File: config.mk
export PLATFORM = sky130hd
export DESIGN_NAME = wave_capture
export DESIGN_NICKNAME = d
export VERILOG_FILES = /design/src/rtl/wcap_pkg.sv /design/src/rtl/wcap_dc_block.sv /design/src/rtl/wcap_status.sv /design/src/rtl/wave_capture.sv
export SDC_FILE = /design/constraint.sdc
export NUM_CORES = 1
export LEC_CHECK = 0
export BUFFER_PORTS_ARGS = -buffer_cell sky130_fd_sc_hd__buf_2
export CAP_MARGIN = 0
export CORE_ASPECT_RATIO = 0.9
export CORE_MARGIN = 2
export CORE_UTILIZATION = 59
export DETAILED_ROUTE_END_ITERATION = 16
export PLACE_DENSITY = 0.74
export SLEW_MARGIN = 20
export SYNTH_ARGS = -nofsm -noshare
export SYNTH_HDL_FRONTEND = slang
export SYNTH_SLANG_ARGS = --single-unit
File: constraint.sdc
create_clock -name clk -period 13.27 [get_ports clk]
set_input_delay 1.327 -clock clk [delete_from_list [all_inputs] [get_ports clk]]
set_output_delay 1.327 -clock clk [all_outputs]
set_load 0.02 [all_outputs]
File: src/rtl/wcap_pkg.sv
package wcap_pkg;
  localparam int unsigned SMP_W   = 24;
  localparam int unsigned REG_W   = 32;
  localparam int unsigned NPH     = 3;
  localparam int unsigned LEAK_SH = 10;
  localparam int unsigned ADDR_W  = 3;
  localparam int unsigned RDY_BIT = 17;
  localparam int unsigned EXT_W   = SMP_W + 3;

  localparam logic [ADDR_W-1:0] ADR_CFG  = ADDR_W'(0);
  localparam logic [ADDR_W-1:0] ADR_STAT = ADDR_W'(1);
  localparam logic [ADDR_W-1:0] ADR_MASK = ADDR_W'(2);
  localparam logic [ADDR_W-1:0] ADR_PH0  = ADDR_W'(4);

  typedef logic signed [SMP_W-1:0] smp_t;

  // One step of the leaky DC blocker, saturated to SMP_W bits
  function automatic smp_t dcb_step(input smp_t x, input smp_t xp, input smp_t yp);
    logic signed [EXT_W-1:0] acc;
    logic [EXT_W-SMP_W:0]    top;
    acc = EXT_W'(x) - EXT_W'(xp) + EXT_W'(yp) - EXT_W'(yp >>> LEAK_SH);
    top = acc[EXT_W-1:SMP_W-1];
    if (top == '0 || top == '1) return acc[SMP_W-1:0];
    else if (acc[EXT_W-1])      return {1'b1, {(SMP_W-1){1'b0}}};
    else                        return {1'b0, {(SMP_W-1){1'b1}}};
  endfunction

  function automatic logic [REG_W-1:0] sext(input smp_t s);
    return {{(REG_W-SMP_W){s[SMP_W-1]}}, s};
  endfunction
endpackage

File: src/rtl/wcap_dc_block.sv
module wcap_dc_block
  import wcap_pkg::*;
(
  input  logic clk,
  input  logic rst_n,
  input  logic en,
  input  logic stb,
  input  smp_t x,
  output smp_t y
);
  smp_t x_prev, y_prev;

  assign y = dcb_step(x, x_prev, y_prev);

  always_ff @(posedge clk or negedge rst_n) begin
    if (!rst_n) begin
      x_prev <= '0;
      y_prev <= '0;
    end else if (!en) begin
      x_prev <= '0;
      y_prev <= '0;
    end else if (stb) begin
      x_prev <= x;
      y_prev <= y;
    end
  end

  // After a disabled cycle the state is empty, so the stage is transparent
  AST_PASS_AFTER_CLEAR: assert property (@(posedge clk) disable iff (!rst_n)
    !en |=> (y == x));
endmodule

File: src/rtl/wcap_status.sv
module wcap_status (
  input  logic clk,
  input  logic rst_n,
  input  logic set_evt,
  input  logic clr_wr,
  input  logic clr_bit,
  input  logic mask_wr,
  input  logic mask_bit,
  output logic ready,
  output logic mask_en,
  output logic irq_n
);
  logic clr_hit;
  assign clr_hit = clr_wr & clr_bit;

  always_ff @(posedge clk or negedge rst_n) begin
    if (!rst_n)       ready <= 1'b0;
    else if (set_evt) ready <= 1'b1;
    else if (clr_hit) ready <= 1'b0;
  end

  always_ff @(posedge clk or negedge rst_n) begin
    if (!rst_n)       mask_en <= 1'b0;
    else if (mask_wr) mask_en <= mask_bit;
  end

  assign irq_n = ~(ready & mask_en);

  AST_READY_SETS: assert property (@(posedge clk) disable iff (!rst_n)
    set_evt |=> ready);
  AST_READY_STICKY: assert property (@(posedge clk) disable iff (!rst_n)
    ready && !clr_hit |=> ready);
  AST_W1C_CLEARS: assert property (@(posedge clk) disable iff (!rst_n)
    clr_hit && !set_evt |=> !ready);
  AST_IRQ_CAUSE: assert property (@(posedge clk) disable iff (!rst_n)
    $fell(irq_n) |-> ($past(set_evt) || $past(mask_wr)));
endmodule

File: src/rtl/wave_capture.sv
module wave_capture
  import wcap_pkg::*;
(
  input  logic              clk,
  input  logic              rst_n,
  input  logic              smp_valid,
  input  logic [SMP_W-1:0]  smp_a,
  input  logic [SMP_W-1:0]  smp_b,
  input  logic [SMP_W-1:0]  smp_c,
  input  logic [ADDR_W-1:0] reg_addr,
  input  logic              reg_wr,
  input  logic [REG_W-1:0]  reg_wdata,
  output logic [REG_W-1:0]  reg_rdata,
  output logic              irq_n
);
  smp_t smp_in   [NPH];
  smp_t filt_out [NPH];
  smp_t cap      [NPH];
  logic filt_en;
  logic ready, mask_en;
  logic cap_evt, cfg_wr, stat_wr, mask_wr, ph_rd_hit;
  logic unused_wdata;

  assign smp_in[0] = smp_a;
  assign smp_in[1] = smp_b;
  assign smp_in[2] = smp_c;

  // Named internal events
  assign cap_evt  = smp_valid;
  assign cfg_wr   = reg_wr && (reg_addr == ADR_CFG);
  assign stat_wr  = reg_wr && (reg_addr == ADR_STAT);
  assign mask_wr  = reg_wr && (reg_addr == ADR_MASK);
  assign unused_wdata = ^reg_wdata;

  always_ff @(posedge clk or negedge rst_n) begin
    if (!rst_n)      filt_en <= 1'b1;
    else if (cfg_wr) filt_en <= reg_wdata[0];
  end

  for (genvar p = 0; p < NPH; p++) begin : g_phase
    wcap_dc_block u_dcb (
      .clk (clk),
      .rst_n (rst_n),
      .en  (filt_en),
      .stb (cap_evt),
      .x   (smp_in[p]),
      .y   (filt_out[p])
    );

    always_ff @(posedge clk or negedge rst_n) begin
      if (!rst_n)       cap[p] <= '0;
      else if (cap_evt) cap[p] <= filt_en ? filt_out[p] : smp_in[p];
    end

    AST_CAPTURE_HOLD: assert property (@(posedge clk) disable iff (!rst_n)
      !cap_evt |=> $stable(cap[p]));
    AST_BYPASS_EXACT: assert property (@(posedge clk) disable iff (!rst_n)
      cap_evt && !filt_en |=> cap[p] == $past(smp_in[p]));
  end

  wcap_status u_status (
    .clk      (clk),
    .rst_n    (rst_n),
    .set_evt  (cap_evt),
    .clr_wr   (stat_wr),
    .clr_bit  (reg_wdata[RDY_BIT]),
    .mask_wr  (mask_wr),
    .mask_bit (reg_wdata[RDY_BIT]),
    .ready    (ready),
    .mask_en  (mask_en),
    .irq_n    (irq_n)
  );

  always_comb begin
    reg_rdata = '0;
    ph_rd_hit = 1'b0;
    case (reg_addr)
      ADR_CFG:  reg_rdata[0]       = filt_en;
      ADR_STAT: reg_rdata[RDY_BIT] = ready;
      ADR_MASK: reg_rdata[RDY_BIT] = mask_en;
      default:  ;
    endcase
    for (int p = 0; p < NPH; p++) begin
      if (reg_addr == ADDR_W'(int'(ADR_PH0) + p)) begin
        reg_rdata = sext(cap[p]);
        ph_rd_hit = 1'b1;
      end
    end
  end

  AST_SIGN_EXT: assert property (@(posedge clk) disable iff (!rst_n)
    ph_rd_hit |-> reg_rdata[REG_W-1:SMP_W] == {(REG_W-SMP_W){reg_rdata[SMP_W-1]}});
endmodule

# After elaboration in Yosys (flattened, before gate mapping)
# Index checks and enable logic that the tools add are counted.
[op_classes]
n_reduce_logical = 11
bitwise_logic = 3
add_sub_neg = 9
n_eq_ne = 9
muxes = 28
[op_table]
columns = ["cell", "count"]
rows = [
  ["$mux W24", 21],
  ["$mux W32", 3],
  ["$sub A27 B14 Y27", 3],
  ["$add A25 B24 Y26", 3],
  ["$sub A24 B24 Y25", 3],
  ["$eq A4 B4 Y1 const B", 3],
  ["$logic_not A4 Y1", 3],
  ["$eq A3 B3 Y1 const B", 3],
  ["$eq A3 B1 Y1 const B", 1],
  ["$eq A3 B2 Y1 const B", 1],
  ["$logic_and A1 B1 Y1", 3],
  ["$logic_not A3 Y1", 1],
  ["$logic_or A1 B1 Y1", 3],
  ["$mux W1", 3],
  ["$and A1 B1 Y1", 2],
  ["$ne A2 B2 Y1 const B", 1],
  ["$pmux W1 S2", 1],
  ["$reduce_bool A2 Y1", 1],
  ["$not A1 Y1", 1],
]
[totals]
word_cells = 72
inputBits = 111
regBits = 219

# Logic depth before layout (Yosys ltp)
[depth]
ltp_word = 8
ltp_mapped = 28

# By module
# A second synthesis with hierarchy kept.
[hier_totals]
cells_unflattened = 2252
area_unflattened_um2 = 20344.5
[by_module_without_submodules]
columns = ["module", "seq_area_each_um2", "cells_each", "area_each_um2", "instances"]
rows = [
  ["wcap_dc_block at g_phase[2].u_dcb", 1201.2, 684, 5895.7, 1],
  ["wcap_dc_block at g_phase[1].u_dcb", 1201.2, 575, 5136.2, 1],
  ["wcap_dc_block at g_phase[0].u_dcb", 1201.2, 545, 4983.5, 1],
  ["wave_capture", 1828.0, 442, 4249.1, 1],
  ["wcap_status", 50.0, 6, 80.1, 1],
]

# Least setup slack after synthesis
# OpenSTA, ideal clock, no wires.
[synth_path]
path_kind = "input to register"
startpoint = "in smp_c[4]"
endpoint = "reg g_phase[2].u_dcb.y_prev[4]"
arrival_time_ps = 6663
setup_ps = 126
path_stages = 25
slack_ps = 6481
required_ps = 13144
path_cell_list = "inv_1 > fa_1 > inv_1 > ha_1 > or4_1 > o21ai_0 > a21oi_1 > a31oi_1 > o21ai_1 > o41a_1 > a211o_1 > a21o_1 > a21o_1 > xnor2_1 > ha_1 > and3_1 > a221o_1 > a31oi_1 > o21ai_1 > xor2_1 > nor4b_2 > o21ai_2 > and2_1 > buf_2 > a221o_1"
[synth_between]
elab_chain_len = 8
word_cells_on_any_way = 10
classes_between = "3 x add/sub; 1 x eq/ne; 4 x mux; 2 x reduce/logical"
[synth_lines]
columns = ["item", "line", "text"]
rows = [
  ["from (decl)", "wave_capture.sv:9", "input logic [SMP_W-1:0] smp_c,"],
  ["$sub A24 B24 Y25 (*)", "wcap_pkg.sv:21", "acc = EXT_W'(x) - EXT_W'(xp) + EXT_W'(yp) - EXT_W'(yp >>> LEAK_SH);"],
  ["$add A25 B24 Y26 (*)", "wcap_pkg.sv:21", ""],
  ["$sub A27 B14 Y27 (*)", "wcap_pkg.sv:21", ""],
  ["$eq A4 B4 Y1 / $logic_not A4 Y1 (equally long branches)", "wcap_pkg.sv:23", "if (top == '0 || top == '1) return acc[SMP_W-1:0];"],
  ["$logic_or A1 B1 Y1", "wcap_pkg.sv:23", ""],
  ["$mux W24 (*)", "wcap_pkg.sv:23", ""],
  ["$mux W24 (*)", "wcap_dc_block.sv:22", "end else if (stb) begin"],
  ["$mux W24 (*)", "wcap_dc_block.sv:19", "end else if (!en) begin"],
  ["to (signal assigned)", "wcap_dc_block.sv:24", "y_prev <= y;"],
  ["to (decl)", "wcap_dc_block.sv:11", "smp_t x_prev, y_prev;"],
]
# Mark *: on every way between the ends. The rest lies on a longest branch, timed or not. The select of a mux whose other input is x is not followed.
# A chain may end at the register's enable or synchronous reset.

# Worst setup path after layout
[layout_path]
startpoint = "in smp_c[1]"
endpoint = "reg cap[4] (netlist bit)"
[layout_between]
elab_chain_len = 7
word_cells_on_any_way = 9
classes_between = "3 x add/sub; 1 x eq/ne; 3 x mux; 2 x reduce/logical"
[layout_lines]
columns = ["item", "line", "text"]
rows = [
  ["$sub A24 B24 Y25 (*)", "wcap_pkg.sv:21", ""],
  ["$add A25 B24 Y26 (*)", "wcap_pkg.sv:21", ""],
  ["$sub A27 B14 Y27 (*)", "wcap_pkg.sv:21", ""],
  ["$eq A4 B4 Y1 / $logic_not A4 Y1 (equally long branches)", "wcap_pkg.sv:23", ""],
  ["$logic_or A1 B1 Y1", "wcap_pkg.sv:23", ""],
  ["$mux W24 (*)", "wcap_pkg.sv:23", ""],
  ["$mux W24 (*)", "wave_capture.sv:52", "else if (cap_evt) cap[p] <= filt_en ? filt_out[p] : smp_in[p];"],
  ["to (signal, indexed assignment)", "wave_capture.sv:52", ""],
  ["to (decl)", "wave_capture.sv:18", "smp_t cap [NPH];"],
]
# Mark *: on every way between the ends. The rest lies on a longest branch, timed or not.

==> results.txt <==
The sort of element at the end of the critical path is a register. Together, buffers and inverters on the worst path number 3. The number of diodes is 0, and the synthesized net count is 2717. The worst min-delay path category was register to register.

The mapped netlist covers 0.02001 mm². After detailed routing, the total wire length is 56220 µm. For the number of hold violations in the final report, the log shows 0. Clock-pin slew was measured on the worst setup and hold paths at 0.06 ns.

The run finished with clean final reports. After detailed routing, the average wire length per cell comes to 19.39 µm. In this run the deepest clock path goes through 3 buffers. The kind of critical path was input pin to register. The worst setup path is launched from an input pin. Entering global routing, the biggest net connects 117 pins. The net count of the finished layout is 2767.

The layout overhead on the synthesized area came out at 8.528%. Setup repair after global routing left no endpoint under its margin. Broken down by cell family, the worst path's largest delay share belongs to compound AO/OA/AOI/OAI gates. For the latest clock arrival within the worst-skew pair, the log shows 0.56 ns. The post-synthesis area per instance was 8.426 µm²; the global placement routability congestion was 0.9591.

The flop and latch count out of synthesis was 219. The fraction of layout instances using a drive strength above 1 came out at 9.043%. The most repeated library cell on the critical path is sky130_fd_sc_hd__a21o_1. The measured slew at the worst slew-check pin is 1.116 ns.

The tools report the initial core utilization as 60.30%. Sequential cells were found to cover 27.39% of the synthesized design area. Between clock sinks in the finished design, the worst skew comes to 0.01591 ns. Of all cell types, the one taking the most synthesized area is sky130_fd_sc_hd__dfrtp_1. The detailed-route vias per instance was 5.932; the HPWL after detailed placement was 42350 µm. The number of pins exceeding their max-slew limit in the final report was 0. H-tree depth: 1. The total setup violations reported at the end of the flow is 0, and the detailed-router iteration count before antenna repair is 6. The total congestion overflow is 0.

In the synthesized netlist the dominant register cell turns out to be sky130_fd_sc_hd__dfrtp_1. TritonCTS built the clock tree. The worst pin sits at a relative slew slack of 25.36%. Summed over all failing endpoints, the final setup total negative slack is 0 ns. The detail route stage leaves a number of antenna-violating nets equal to 0. The run gives 0 as the number of setup buffers added after CTS.

In this run the worst path has a maximum fanout of 24. The worst hold path begins at g_phase[1].u_dcb.y_prev[7]. The library cells used most frequently in the layout, excluding fill and tap cells, are sky130_fd_sc_hd__inv_1, sky130_fd_sc_hd__dfrtp_1, sky130_fd_sc_hd__o21ai_0, sky130_fd_sc_hd__nor2_1, sky130_fd_sc_hd__a21oi_1. Leaving out fill and tap cells, the most frequent cell in the layout is sky130_fd_sc_hd__inv_1. Clock tree root driver cell: sky130_fd_sc_hd__clkbuf_16. The number of gates resized after CTS was 0. The endpoint required time on the critical path was 13.63 ns; the count of vias placed by the detailed router was 17197. The synthesized design contains 0 enable-type register cells.

The share of async-settable or async-resettable flops after synthesis was 100.0%; the number of buffers created by CTS was 26. The slowest cell on the critical path is sky130_fd_sc_hd__nand2_1. The first-pass GRT wire length was 89710 µm; the period utilization was 57.37%.

Static timing analysis puts the maximum clock frequency at 131.3 MHz. The tools report the first-iteration detailed-routing DRC count as 1247. The logs give 0 for the post-detailed-route DRC marker count and 63 for the number of placement rows. The gate count after technology mapping was 2375.

For this run, the slowest stage of the critical path takes 0.76 ns. The number of antenna violations at the first check in global routing is 0. The number of input and output port buffers inserted was 113. The logs give 16784 for the number of global-route vias before repair and 7.98 ns for the arrival time at the worst endpoint. The overall die width came out at 198.1 µm.

The run gives 32.28% as the total track usage. Ranked by total cell area, the synthesized netlist is headed by sky130_fd_sc_hd__dfrtp_1, sky130_fd_sc_hd__ha_1, sky130_fd_sc_hd__fa_1. The routed design could run at a clock period as short as 7.614 ns.

The die is 178.7 µm tall. The tree built by TritonCTS fans out to 219 sinks. The share of the synthesized area in the top cell type was 27.26%; the number of library cell types mapped by synthesis was 85.

Pin placement for this block handled 144 I/O pins. In this run the critical register-to-register path is launched from g_phase[2].u_dcb.y_prev[1]. During synthesis, Yosys emitted a total of 0 warnings.

The core box area is 0.03319 mm². The number of hold buffers added after CTS was 0. The run gives 0.03541 mm² as the die footprint. The tools report the worst setup path startpoint as smp_c[1].

The tool flagged a number of max-cap violations equal to 0.
==> tightest hold or removal path: cells and delay by family (launching register included) <==
family / cells / cell delay, ns
flops: 1 / 0.34
simple gates: 2 / 0.10
==> sequential cells by signal, indices dropped and copies added, names as in the netlist <==
name,count
u_status.ready,1
g_phase.u_dcb.x_prev,72
cap,72
u_status.mask_en,1
filt_en,1
g_phase.u_dcb.y_prev,72
==> kinds of logic after synthesis <==
| group | Yosys count | synth area share, % |
|---|---|---|
| xor gates and xnor gates | 120 | 5.252 |
| adders and majority gates | 231 | 17.26 |
| DFF | 219 | 27.39 |
| buffers and inverters | 446 | 8.734 |
| AOI/OAI and AO/OA | 632 | 20.96 |
| muxes | 106 | 5.339 |
| and+or+nand+nor | 621 | 15.06 |
==> through the flow <==
step                      area [µm²]  util [%]  hold slack, ns  cells  worst slack (ns)
after global placement         20820     62.72          0.4494   2852             5.258
after detailed placement       20820     62.72          0.4577   2852             5.159
after CTS                      21720     65.45          0.4715   2899             5.721
after global routing           21720     65.45          0.5102   2899             5.261
after floorplan                20010         -          0.4387   2375             6.481
final                          21720     65.45          0.4672   2899             5.656
==> Yosys cell counts, drive strengths merged, types with 11 or more instances <==
master / number
xnor2: 92
o21bai: 13
xor2: 28
fa: 75
a211o: 12
buf: 38
nor3: 35
o21ai: 183
nor2: 170
nand2: 157
and3: 13
a21oi: 164
inv: 345
a21o: 49
nand2b: 19
and2: 11
or3: 14
nand3: 65
nor2b: 94
dfrtp: 218
clkbuf: 62
o211ai: 52
a221oi: 28
or2: 11
ha: 156
o21a: 26
mux2i: 103
a211oi: 15
==> final cells by class <==
class / count / area [µm²]
Multi-Input combinational cell: 1710 / 12810
Tap cell: 455 / 569.3
Inverter: 346 / 1299
Fill cell: 2850 / 11470
Clock buffer: 38 / 797.0
Clock inverter: 9 / 106.4
Sequential cell: 219 / 5485
Timing Repair Buffer: 122 / 653.1
==> worst paths after layout <==
path                                               end  slack, ns  cells past startpoint
max                                             cap[4]       5.66                     25
max reg2reg                                     cap[4]       6.26                     24
max in group asynchronous  g_phase[2].u_dcb.y_prev[19]      11.07                      2
min reg2reg                 g_phase[1].u_dcb.y_prev[7]       0.47                      2
min                         g_phase[1].u_dcb.y_prev[7]       0.47                      2
min in group asynchronous  g_phase[2].u_dcb.x_prev[12]       0.74                      1
==> metal layers <==
layer / global-route usage [%] / vias to the layer above / share of wire (%)
met5: 0 / - / 0
met4: 10.84 / 0 / 3.6
met3: 4.590 / 98 / 6.8
met2: 50.25 / 536 / 44
met1: 46.33 / 8331 / 45
li1: - / 8232 / -
Power is left out: the tool's default activity adds up to more than one toggle a clock period on the data nets, which glitch-free logic cannot reach.
